===== src/rtl/wbc_pkg.sv =====
package wbc_pkg;

  typedef enum logic [2:0] {
    OP_RD_WIPER = 3'd0,
    OP_WR_WIPER = 3'd1,
    OP_RD_DATA  = 3'd2,
    OP_WR_DATA  = 3'd3,
    OP_STORE    = 3'd4,
    OP_RECALL   = 3'd5,
    OP_STEP_UP  = 3'd6,
    OP_STEP_DN  = 3'd7
  } op_e;

  typedef struct packed {
    logic readWiper;
    logic readData;
    logic writeWiper;
    logic writeData;
    logic store;
    logic recall;
    logic stepUp;
    logic stepDown;
  } strobe_t;

endpackage


===== src/rtl/wbc_ctrl.sv =====
module wbc_ctrl
  import wbc_pkg::*;
#(
  parameter int BUSY_CYCLES = 8,
  localparam int CW = $clog2(BUSY_CYCLES + 1)
) (
  input  logic       clk,
  input  logic       rst_n,
  input  logic       cmdValid,
  input  logic [2:0] cmdOp,
  input  logic       wpN,
  output strobe_t    stb,
  output logic       busy,
  output logic       cmdError,
  output logic       wpViolation
);

  localparam logic [CW-1:0] BUSY_LOAD = CW'(BUSY_CYCLES);

  logic [CW-1:0] busyCnt;
  logic          accept;
  logic          refused;
  logic          startBusy;

  assign busy   = (busyCnt != '0);
  assign accept = cmdValid && !busy;

  always_comb begin
    stb     = '0;
    refused = 1'b0;
    if (accept) begin
      case (op_e'(cmdOp))
        OP_RD_WIPER: stb.readWiper  = 1'b1;
        OP_WR_WIPER: stb.writeWiper = 1'b1;
        OP_RD_DATA:  stb.readData   = 1'b1;
        OP_WR_DATA: begin
          stb.writeData = wpN;
          refused       = !wpN;
        end
        OP_STORE: begin
          stb.store = wpN;
          refused   = !wpN;
        end
        OP_RECALL:   stb.recall   = 1'b1;
        OP_STEP_UP:  stb.stepUp   = 1'b1;
        OP_STEP_DN:  stb.stepDown = 1'b1;
        default:     stb          = '0;
      endcase
    end
  end

  assign startBusy = stb.writeData || stb.store;

  always_ff @(posedge clk or negedge rst_n) begin
    if (!rst_n) begin
      busyCnt     <= '0;
      cmdError    <= 1'b0;
      wpViolation <= 1'b0;
    end else begin
      if (startBusy)   busyCnt <= BUSY_LOAD;
      else if (busy)   busyCnt <= busyCnt - 1'b1;
      cmdError    <= cmdValid && busy;
      wpViolation <= refused;
    end
  end

endmodule


===== src/rtl/wbc_datapath.sv =====
module wbc_datapath
  import wbc_pkg::*;
#(
  parameter int NPOT  = 4,
  parameter int NREG  = 4,
  parameter int WIDTH = 8,
  parameter logic [WIDTH-1:0] RESET_VAL = 8'h80,
  localparam int PW   = $clog2(NPOT),
  localparam int RW   = $clog2(NREG),
  localparam int TAPS = 1 << WIDTH
) (
  input  logic                 clk,
  input  logic                 rst_n,
  input  strobe_t              stb,
  input  logic [PW-1:0]        pot,
  input  logic [RW-1:0]        regIdx,
  input  logic [WIDTH-1:0]     wrVal,
  output logic                 rdValid,
  output logic [WIDTH-1:0]     rdData,
  output logic [NPOT*TAPS-1:0] tapSel
);

  localparam logic [WIDTH-1:0] MAXV = '1;
  localparam logic [TAPS-1:0]  ONE  = TAPS'(1);

  logic [WIDTH-1:0] wiper   [NPOT];
  logic [WIDTH-1:0] dataReg [NPOT][NREG];
  logic [WIDTH-1:0] curWiper;
  logic [WIDTH-1:0] curData;

  assign curWiper = wiper[pot];
  assign curData  = dataReg[pot][regIdx];

  always_ff @(posedge clk or negedge rst_n) begin
    if (!rst_n) begin
      rdValid <= 1'b0;
      rdData  <= '0;
      for (int p = 0; p < NPOT; p++) begin
        wiper[p] <= RESET_VAL;
        for (int r = 0; r < NREG; r++) dataReg[p][r] <= RESET_VAL;
      end
    end else begin
      rdValid <= stb.readWiper || stb.readData;
      if (stb.readWiper) rdData <= curWiper;
      if (stb.readData)  rdData <= curData;
      if (stb.writeWiper) wiper[pot] <= wrVal;
      if (stb.recall)     wiper[pot] <= curData;
      if (stb.stepUp && curWiper != MAXV)   wiper[pot] <= curWiper + 1'b1;
      if (stb.stepDown && curWiper != '0)   wiper[pot] <= curWiper - 1'b1;
      if (stb.writeData) dataReg[pot][regIdx] <= wrVal;
      if (stb.store)     dataReg[pot][regIdx] <= curWiper;
    end
  end

  for (genvar p = 0; p < NPOT; p++) begin : g_tap
    assign tapSel[p*TAPS +: TAPS] = ONE << wiper[p];
  end

endmodule


===== src/rtl/wiper_bank_core.sv =====
module wiper_bank_core
  import wbc_pkg::*;
#(
  parameter int NPOT        = 4,
  parameter int NREG        = 4,
  parameter int WIDTH       = 8,
  parameter int BUSY_CYCLES = 8,
  parameter logic [WIDTH-1:0] RESET_VAL = 8'h80,
  localparam int PW   = $clog2(NPOT),
  localparam int RW   = $clog2(NREG),
  localparam int TAPS = 1 << WIDTH
) (
  input  logic                 clk,
  input  logic                 rst_n,
  input  logic                 cmdValid,
  input  logic [PW-1:0]        cmdPot,
  input  logic [RW-1:0]        cmdReg,
  input  logic [2:0]           cmdOp,
  input  logic [WIDTH-1:0]     cmdData,
  input  logic                 wpN,
  output logic                 rdValid,
  output logic [WIDTH-1:0]     rdData,
  output logic                 busy,
  output logic                 cmdError,
  output logic                 wpViolation,
  output logic [NPOT*TAPS-1:0] tapSel
);

  strobe_t stb;

  wbc_ctrl #(.BUSY_CYCLES(BUSY_CYCLES)) u_ctrl (
    .clk(clk), .rst_n(rst_n), .cmdValid(cmdValid), .cmdOp(cmdOp), .wpN(wpN),
    .stb(stb), .busy(busy), .cmdError(cmdError), .wpViolation(wpViolation)
  );

  wbc_datapath #(.NPOT(NPOT), .NREG(NREG), .WIDTH(WIDTH), .RESET_VAL(RESET_VAL)) u_dp (
    .clk(clk), .rst_n(rst_n), .stb(stb), .pot(cmdPot), .regIdx(cmdReg),
    .wrVal(cmdData), .rdValid(rdValid), .rdData(rdData), .tapSel(tapSel)
  );

endmodule


===== config.mk =====
export PLATFORM = sky130hd
export DESIGN_NAME = wiper_bank_core
export DESIGN_NICKNAME = d
export VERILOG_FILES = /design/src/rtl/wbc_pkg.sv /design/src/rtl/wbc_ctrl.sv /design/src/rtl/wbc_datapath.sv /design/src/rtl/wiper_bank_core.sv
export SDC_FILE = /design/constraint.sdc
export NUM_CORES = 2
export LEC_CHECK = 0
export BUFFER_PORTS_ARGS = -buffer_cell sky130_fd_sc_hd__buf_2
export CAP_MARGIN = 20
export CORE_AREA = 2 2 408 410
export CTS_CLUSTER_SIZE = 28
export DETAILED_ROUTE_END_ITERATION = 10
export DIE_AREA = 0 0 410 412
export HOLD_SLACK_MARGIN = 0.06
export PLACE_DENSITY = 0.4
export SLEW_MARGIN = 5
export SYNTH_ARGS = -nofsm -noshare
export SYNTH_HDL_FRONTEND = slang
export SYNTH_SLANG_ARGS = --single-unit

===== constraint.sdc =====
create_clock -name clk -period 4.1 [get_ports clk]
set_clock_uncertainty 0.2 [all_clocks]
set_input_delay 0.41 -clock clk [delete_from_list [all_inputs] [get_ports clk]]
set_output_delay 0.41 -clock clk [all_outputs]
set_load 0.02 [all_outputs]

Word level (Yosys, flattened, before mapping):

Cells that the tools add are included.

* register bits: 175
* output and inout bits: 1036

* add/sub/neg operators: 3
* $lt $le $gt $ge: 4
* eq/ne operators: 8
* shifts and indexed selects: 4
* muxes and demuxes: 42
* bitwise operators: 2
* reductions and logical operators: 16

Operators with widths (count)
* $shl A1 B8 Y256 const A: 4
* $bwmux W128: 2
* $mux W128: 2
* $mux W32: 7
* $bwmux W32: 4
* $mux W8: 9
* $bmux W32 S2: 1
* $demux W32 S2: 1
* $bmux W8 S2: 2
* $demux W8 S2: 2
* $eq A3 B3 Y1 const B: 4
* $mux W1: 10
* $add A8 B1 Y8 const B: 1
* $mux W4: 2
* $ne A8 B8 Y1 const B: 1
* $reduce_bool A8 Y1: 1
* $sub A8 B1 Y8 const B: 1
* $eq A3 B2 Y1 const B: 2
* $ge A3 B3 Y1 const B: 2
* $logic_and A1 B1 Y1: 6
* $lt A3 B1 Y1 const B: 2
* $not A2 Y3: 2
* $reduce_bool A2 Y1: 2
* $reduce_bool A4 Y1: 1
* other kinds (6): 8

Depth between registers and ports, before layout:

* depth after elaboration: 13
* mapped depth: 11
* depth with buffers taken out: 8

Cells and area by module:

From an unflattened synthesis, not the netlist that was laid out.

* cell total of the unflattened synthesis: 2505
* area total of the unflattened synthesis: 16102.9 um^2

Modules (own cells, without submodules)
* wbc_datapath: instances 1, cells an instance 2462, area an instance 15702.6 um^2, sequential area each 4254.1 um^2
* wbc_ctrl: instances 1, cells an instance 43, area an instance 400.4 um^2, sequential area each 150.1 um^2

Worst setup path before layout:

Ideal clock, no wire load.

* kind: input port to flip-flop
* from: in cmdPot[0]
* to: reg u_dp.wiper[25] in the netlist's numbering
* library setup time: 0.126 ns
* data arrival time: 2.944 ns
* required time: 3.774 ns
* path slack: 0.830 ns
* cell stages on the path: 11
* path through: buf_6 -> buf_4 -> mux4_2 -> clkbuf_1 -> clkbuf_1 -> ha_1 -> and3_1 -> a21o_1 -> and2_1 -> a211oi_1 -> a221o_1

* longest elaborated chain between the ends: 13
* elaborated cells between the ends (all ways): 29
* those cells by class: 2 x add/sub; 2 x order compare; 1 x eq/ne; 19 x mux; 1 x bitwise; 4 x reduce/logical

RTL lines
* start: declaration: RTL line wiper_bank_core.sv:16 `input logic [PW-1:0] cmdPot,`
* $not A2 Y3 (implied by the code) *
* $ge A3 B3 Y1 (implied by the code), or another cell as far along
* $logic_and A1 B1 Y1 (implied by the code) / $mux W32 (equally long branches)
* $mux W8 (implied by the code) / $mux W32 (equally long branches)
* $demux W8 S2 / $bmux W8 S2 (equally long branches)
* $bwmux W32 / $mux W8 (equally long branches): RTL line wbc_datapath.sv:46, wbc_datapath.sv:32
* $mux W32 / $mux W8 (equally long branches): RTL line wbc_datapath.sv:46, wbc_datapath.sv:32
* $bwmux W32: RTL line wbc_datapath.sv:47 `if (stb.recall) wiper[pot] <= curData;`
* $mux W32: RTL line wbc_datapath.sv:47
* $bwmux W32: RTL line wbc_datapath.sv:48 `if (stb.stepUp && curWiper != MAXV) wiper[pot] <= curWiper + 1'b1;`
* $mux W32: RTL line wbc_datapath.sv:48
* $bwmux W32: RTL line wbc_datapath.sv:49 `if (stb.stepDown && curWiper != '0) wiper[pot] <= curWiper - 1'b1;`
* $mux W32 *: RTL line wbc_datapath.sv:49
* end signal: indexed assignment: RTL line wbc_datapath.sv:47
* end signal: indexed assignment: RTL line wbc_datapath.sv:48
* end signal: indexed assignment: RTL line wbc_datapath.sv:49
* end: declaration: RTL line wbc_datapath.sv:26 `logic [WIDTH-1:0] wiper [NPOT];`

Mark *: on every way between the ends. The rest lies on a longest branch, timed or not. The select of a mux whose other input is x is not followed.
A chain may end at the register's enable or synchronous reset.

Final worst setup path:

* from: reg u_dp.wiper[4] in the netlist's numbering
* to: out tapSel[799]

* longest elaborated chain between the ends: 1

RTL lines
* start signal: indexed assignment: RTL line wbc_datapath.sv:46 `if (stb.writeWiper) wiper[pot] <= wrVal;`
* start signal: indexed assignment: RTL line wbc_datapath.sv:47
* start signal: indexed assignment: RTL line wbc_datapath.sv:48
* $shl A1 B8 Y256: RTL line wbc_datapath.sv:56 `assign tapSel[p*TAPS +: TAPS] = ONE << wiper[p];`
* end: declaration: RTL line wiper_bank_core.sv:26 `output logic [NPOT*TAPS-1:0] tapSel`

Every way passes these cells.

==> flow_metrics.env <==
export IMPL_status="completed"
export IMPL_crit_fanout=11
export IMPL_critical_path_top_delay_family="simple AND/OR/NAND/NOR gates"
export IMPL_grt_usage_pct=15.5
export IMPL_postSynthAreaPerCell_um2=6.51
export IMPL_setup_viol=0
export IMPL_cts_sinks=175
export IMPL_holdWs_ns=0.327
export IMPL_r2r_end="u_dp.dataReg[17]"
export IMPL_async_reset_ff_share_pct=100
export IMPL_drive_gt1_share_pct=38.9
export IMPL_p_leak_nw=13.1
export IMPL_chipHeight_um=412
export IMPL_ys_flop_type="dfrtp_1"
export IMPL_worst_path_largest_cell_delay_ns=0.70
export IMPL_yosysUniqueCellTypes=68
export IMPL_hold_class="primary input to flip-flop"
export IMPL_clockBufferDepth=2
export IMPL_crit_reg2reg_launch="u_ctrl.busyCnt[0]"
export IMPL_fin_util_pct=15.3
export IMPL_drcViolationCount=0
export IMPL_drtAntennaViolNets=0
export IMPL_critPathBufInv=2
export IMPL_drt_pass1_iterations=8
export IMPL_placedCellCount=5632
export IMPL_vias=22400
export IMPL_wl_met3_um=9150
export IMPL_synthesis_area_mm2=0.0162
export IMPL_grt_pass1_wl_um=180000
export IMPL_cp_end_kind="primary output"
export IMPL_worstPathArrival_ns=3.13
export IMPL_viasPerCell=3.94
export IMPL_nets=3490
export IMPL_syn_instance_count=2480
export IMPL_synth_area_leader_cell="nor2_1"
export IMPL_synth_warnings=0
export IMPL_instances_no_fill=5674
export IMPL_hold_viol=0
export IMPL_cts_root_buffer="clkbuf_16"
export IMPL_io_pins=1055
export IMPL_die_area_mm2=0.169
export IMPL_grt_max_degree=84
export IMPL_overflow=0
export IMPL_syn_num_nets=2504
export IMPL_cpMaxStageDelayCell="nand3_2"
export IMPL_cts_resized=0
export IMPL_slew_headroom_pct=27.9
export IMPL_ys_seq_area_share_pct=27.3
export IMPL_r2r_cells=7
export IMPL_syn2layout_area_growth_pct=55.5
export IMPL_setup_tns_ns=0
export IMPL_final_area_mm2=0.0251
export IMPL_wl_per_cell_um=24.8
export IMPL_power_density_mw_per_mm2=388
export IMPL_synth_top_area_share_pct=26.5
export IMPL_wl_met1_um=57800
export IMPL_min_path_cells=3
export IMPL_peakVddDrop_mv=0.327
export IMPL_num_rows=149
export IMPL_startpoint_type="flip-flop"
export IMPL_wl_met2_um=66400
export IMPL_synth_seq_cells=175
export IMPL_die_width_um=410
export IMPL_slew_violations=0
export IMPL_placed_cell_area_mm2=0.0245
export IMPL_core_area_mm2=0.164
export IMPL_cts_made_buffers=17
export IMPL_rsz0062_at_grt="false"
export IMPL_setup_slack_ns=0.359
export IMPL_worstSetupPathType="flip-flop to primary output"
export IMPL_r2r_slack_ns=0.77
export IMPL_period_needed_ns=3.74
export IMPL_htreeDepth=4
export IMPL_synthTopCellsByArea="nor2_1 27%, dfrtp_1 24%, mux2i_1 11%"
export IMPL_top_layer="met5"
export IMPL_cap_violations=0
export IMPL_insertion_delay_ns=0.47
export IMPL_dp_hpwl_um=110000
export IMPL_hp_start="cmdData[2]"
export IMPL_min_period_over_period_pct=91.3
export IMPL_total_power_mw=9.75
export IMPL_start_util_pct=9.83
export IMPL_totalWireLength_um=141000
export IMPL_timing_fmax_ghz=0.267
export IMPL_worstMarginPinSlew_ns=1.08
export IMPL_dp_slack_ns=0.773
export IMPL_worstPathRequired_ns=3.49
export IMPL_cts_tree="done"
export IMPL_synth_edf_count=0
export IMPL_antenna_found_initial=22
export IMPL_gp_congestion=0.918
export IMPL_hold_end="u_dp.dataReg[42]"
export IMPL_grt_pass1_vias=19400
export IMPL_path_cells="nor2b_1, nand3_2, buf_4, nor2_1, buf_2"
export IMPL_drtIter0Drc=2104
export IMPL_clk_pin_slew_worst_paths_ns=0.08
export IMPL_portBuffers=1054
## layout by cell type (no fill, tap or decap), types with 4 or more instances in the layout
cell type,instances
nor2b_1,36
nand4_1,16
nand2_1,225
nand3_1,49
diode_2,6
nand2_2,11
inv_1,12
nor2_1,1142
dfstp_2,20
nand2b_1,12
xnor2_1,10
a211oi_1,5
ha_1,5
mux2i_1,174
buf_4,148
a21oi_1,89
o21ai_0,90
o21ai_1,6
dfrtp_1,155
and2_1,8
nand3_2,10
a22oi_1,4
or2_2,5
mux4_2,43
nor3_1,18
a21oi_2,4
buf_2,1053
clkbuf_16,17
nor4_1,12
nand3b_1,8
mux2_2,12
## layout make-up
cell class | count | area, µm²
Tap cell | 2189 | 2740
Fill cell | 19000 | 139000
Multi-Input combinational cell | 2052 | 10800
Timing Repair Buffer | 1208 | 6500
Clock buffer | 21 | 460
Clock inverter | 11 | 131
Inverter | 12 | 45.0
Antenna cell | 6 | 15.0
Sequential cell | 175 | 4400
## report_power, final
group	leakage [nW]	switching (mW)	internal [mW]
clock	0.281	0.767	0.937
sequential	2.31	0.493	1.97
combinational	10.5	4.37	1.21
## layer usage
layer / vias to the layer above / GRT usage, %
li1: 10000 / -
met1: 10900 / 19.1
met5: - / 0
met2: 1246 / 25.8
met3: 203 / 3.14
met4: 10 / 7.15
## worst max path at each step
stage	cells past startpoint	from	to
after CTS	5	u_dp.wiper[4]	tapSel[799]
after detailed placement	8	cmdPot[0]	u_dp.wiper[31]
after global routing	5	u_dp.wiper[4]	tapSel[799]
after floorplan	11	cmdPot[0]	u_dp.wiper[25]
final	5	u_dp.wiper[4]	tapSel[799]
after global placement	7	u_ctrl.busyCnt[0]	u_dp.dataReg[21]
## worst register-to-register path: stages, from the launching register on
cell and delay, ns:
dfrtp_1 0.38, inv_1 0.11, ha_1 0.23, nor4bb_2 0.67, nand2_1 0.41, or4_1 0.93
nor2_1 0.20, a21oi_1 0.06
## logic make-up after synthesis
logic type      Yosys count  share of synthesized area, %
xor+xnor                 12                         0.651
fa+ha+maj                 5                         0.387
mux                     229                          17.6
flops                   175                          27.3
compound gates          232                          8.30
simple gates           1574                          39.6
buf+inv                 253                          6.20
## flip-flops by register name, indices dropped and copies added (netlist names)
| register | flops |
|---|---|
| u_ctrl.busyCnt | 4 |
| u_ctrl.cmdError | 1 |
| u_dp.rdData | 8 |
| u_dp.rdValid | 1 |
| u_dp.dataReg | 128 |
| u_dp.wiper | 32 |
| u_ctrl.wpViolation | 1 |
## cell usage after synthesis (4+ instances only)
cell type and count:
nor4_1 12, nor3_1 18, o21ai_1 6, and2_1 8, a21oi_2 4, nor2_1 1142, buf_1 4, dfstp_2 20
o21ai_0 90, clkbuf_1 214, a22oi_1 4, nand2_1 236, nand3_1 59, inv_1 12, mux2i_1 174, xnor2_1 10
dfrtp_1 155, nor2b_1 36, nand3b_1 8, buf_4 4, a211oi_1 5, nand2b_1 12, ha_1 5, mux2_2 12
a21oi_1 89, buf_2 17, nand4_1 16, mux4_2 43, or2_2 5
## repair_timing
item / in CTS / in global routing
setup buffers: 0 / 0
endpoints found under the hold margin: 65 / 0
hold buffers: 3 / 0
Note: power is estimated with default switching activity, not from simulation.
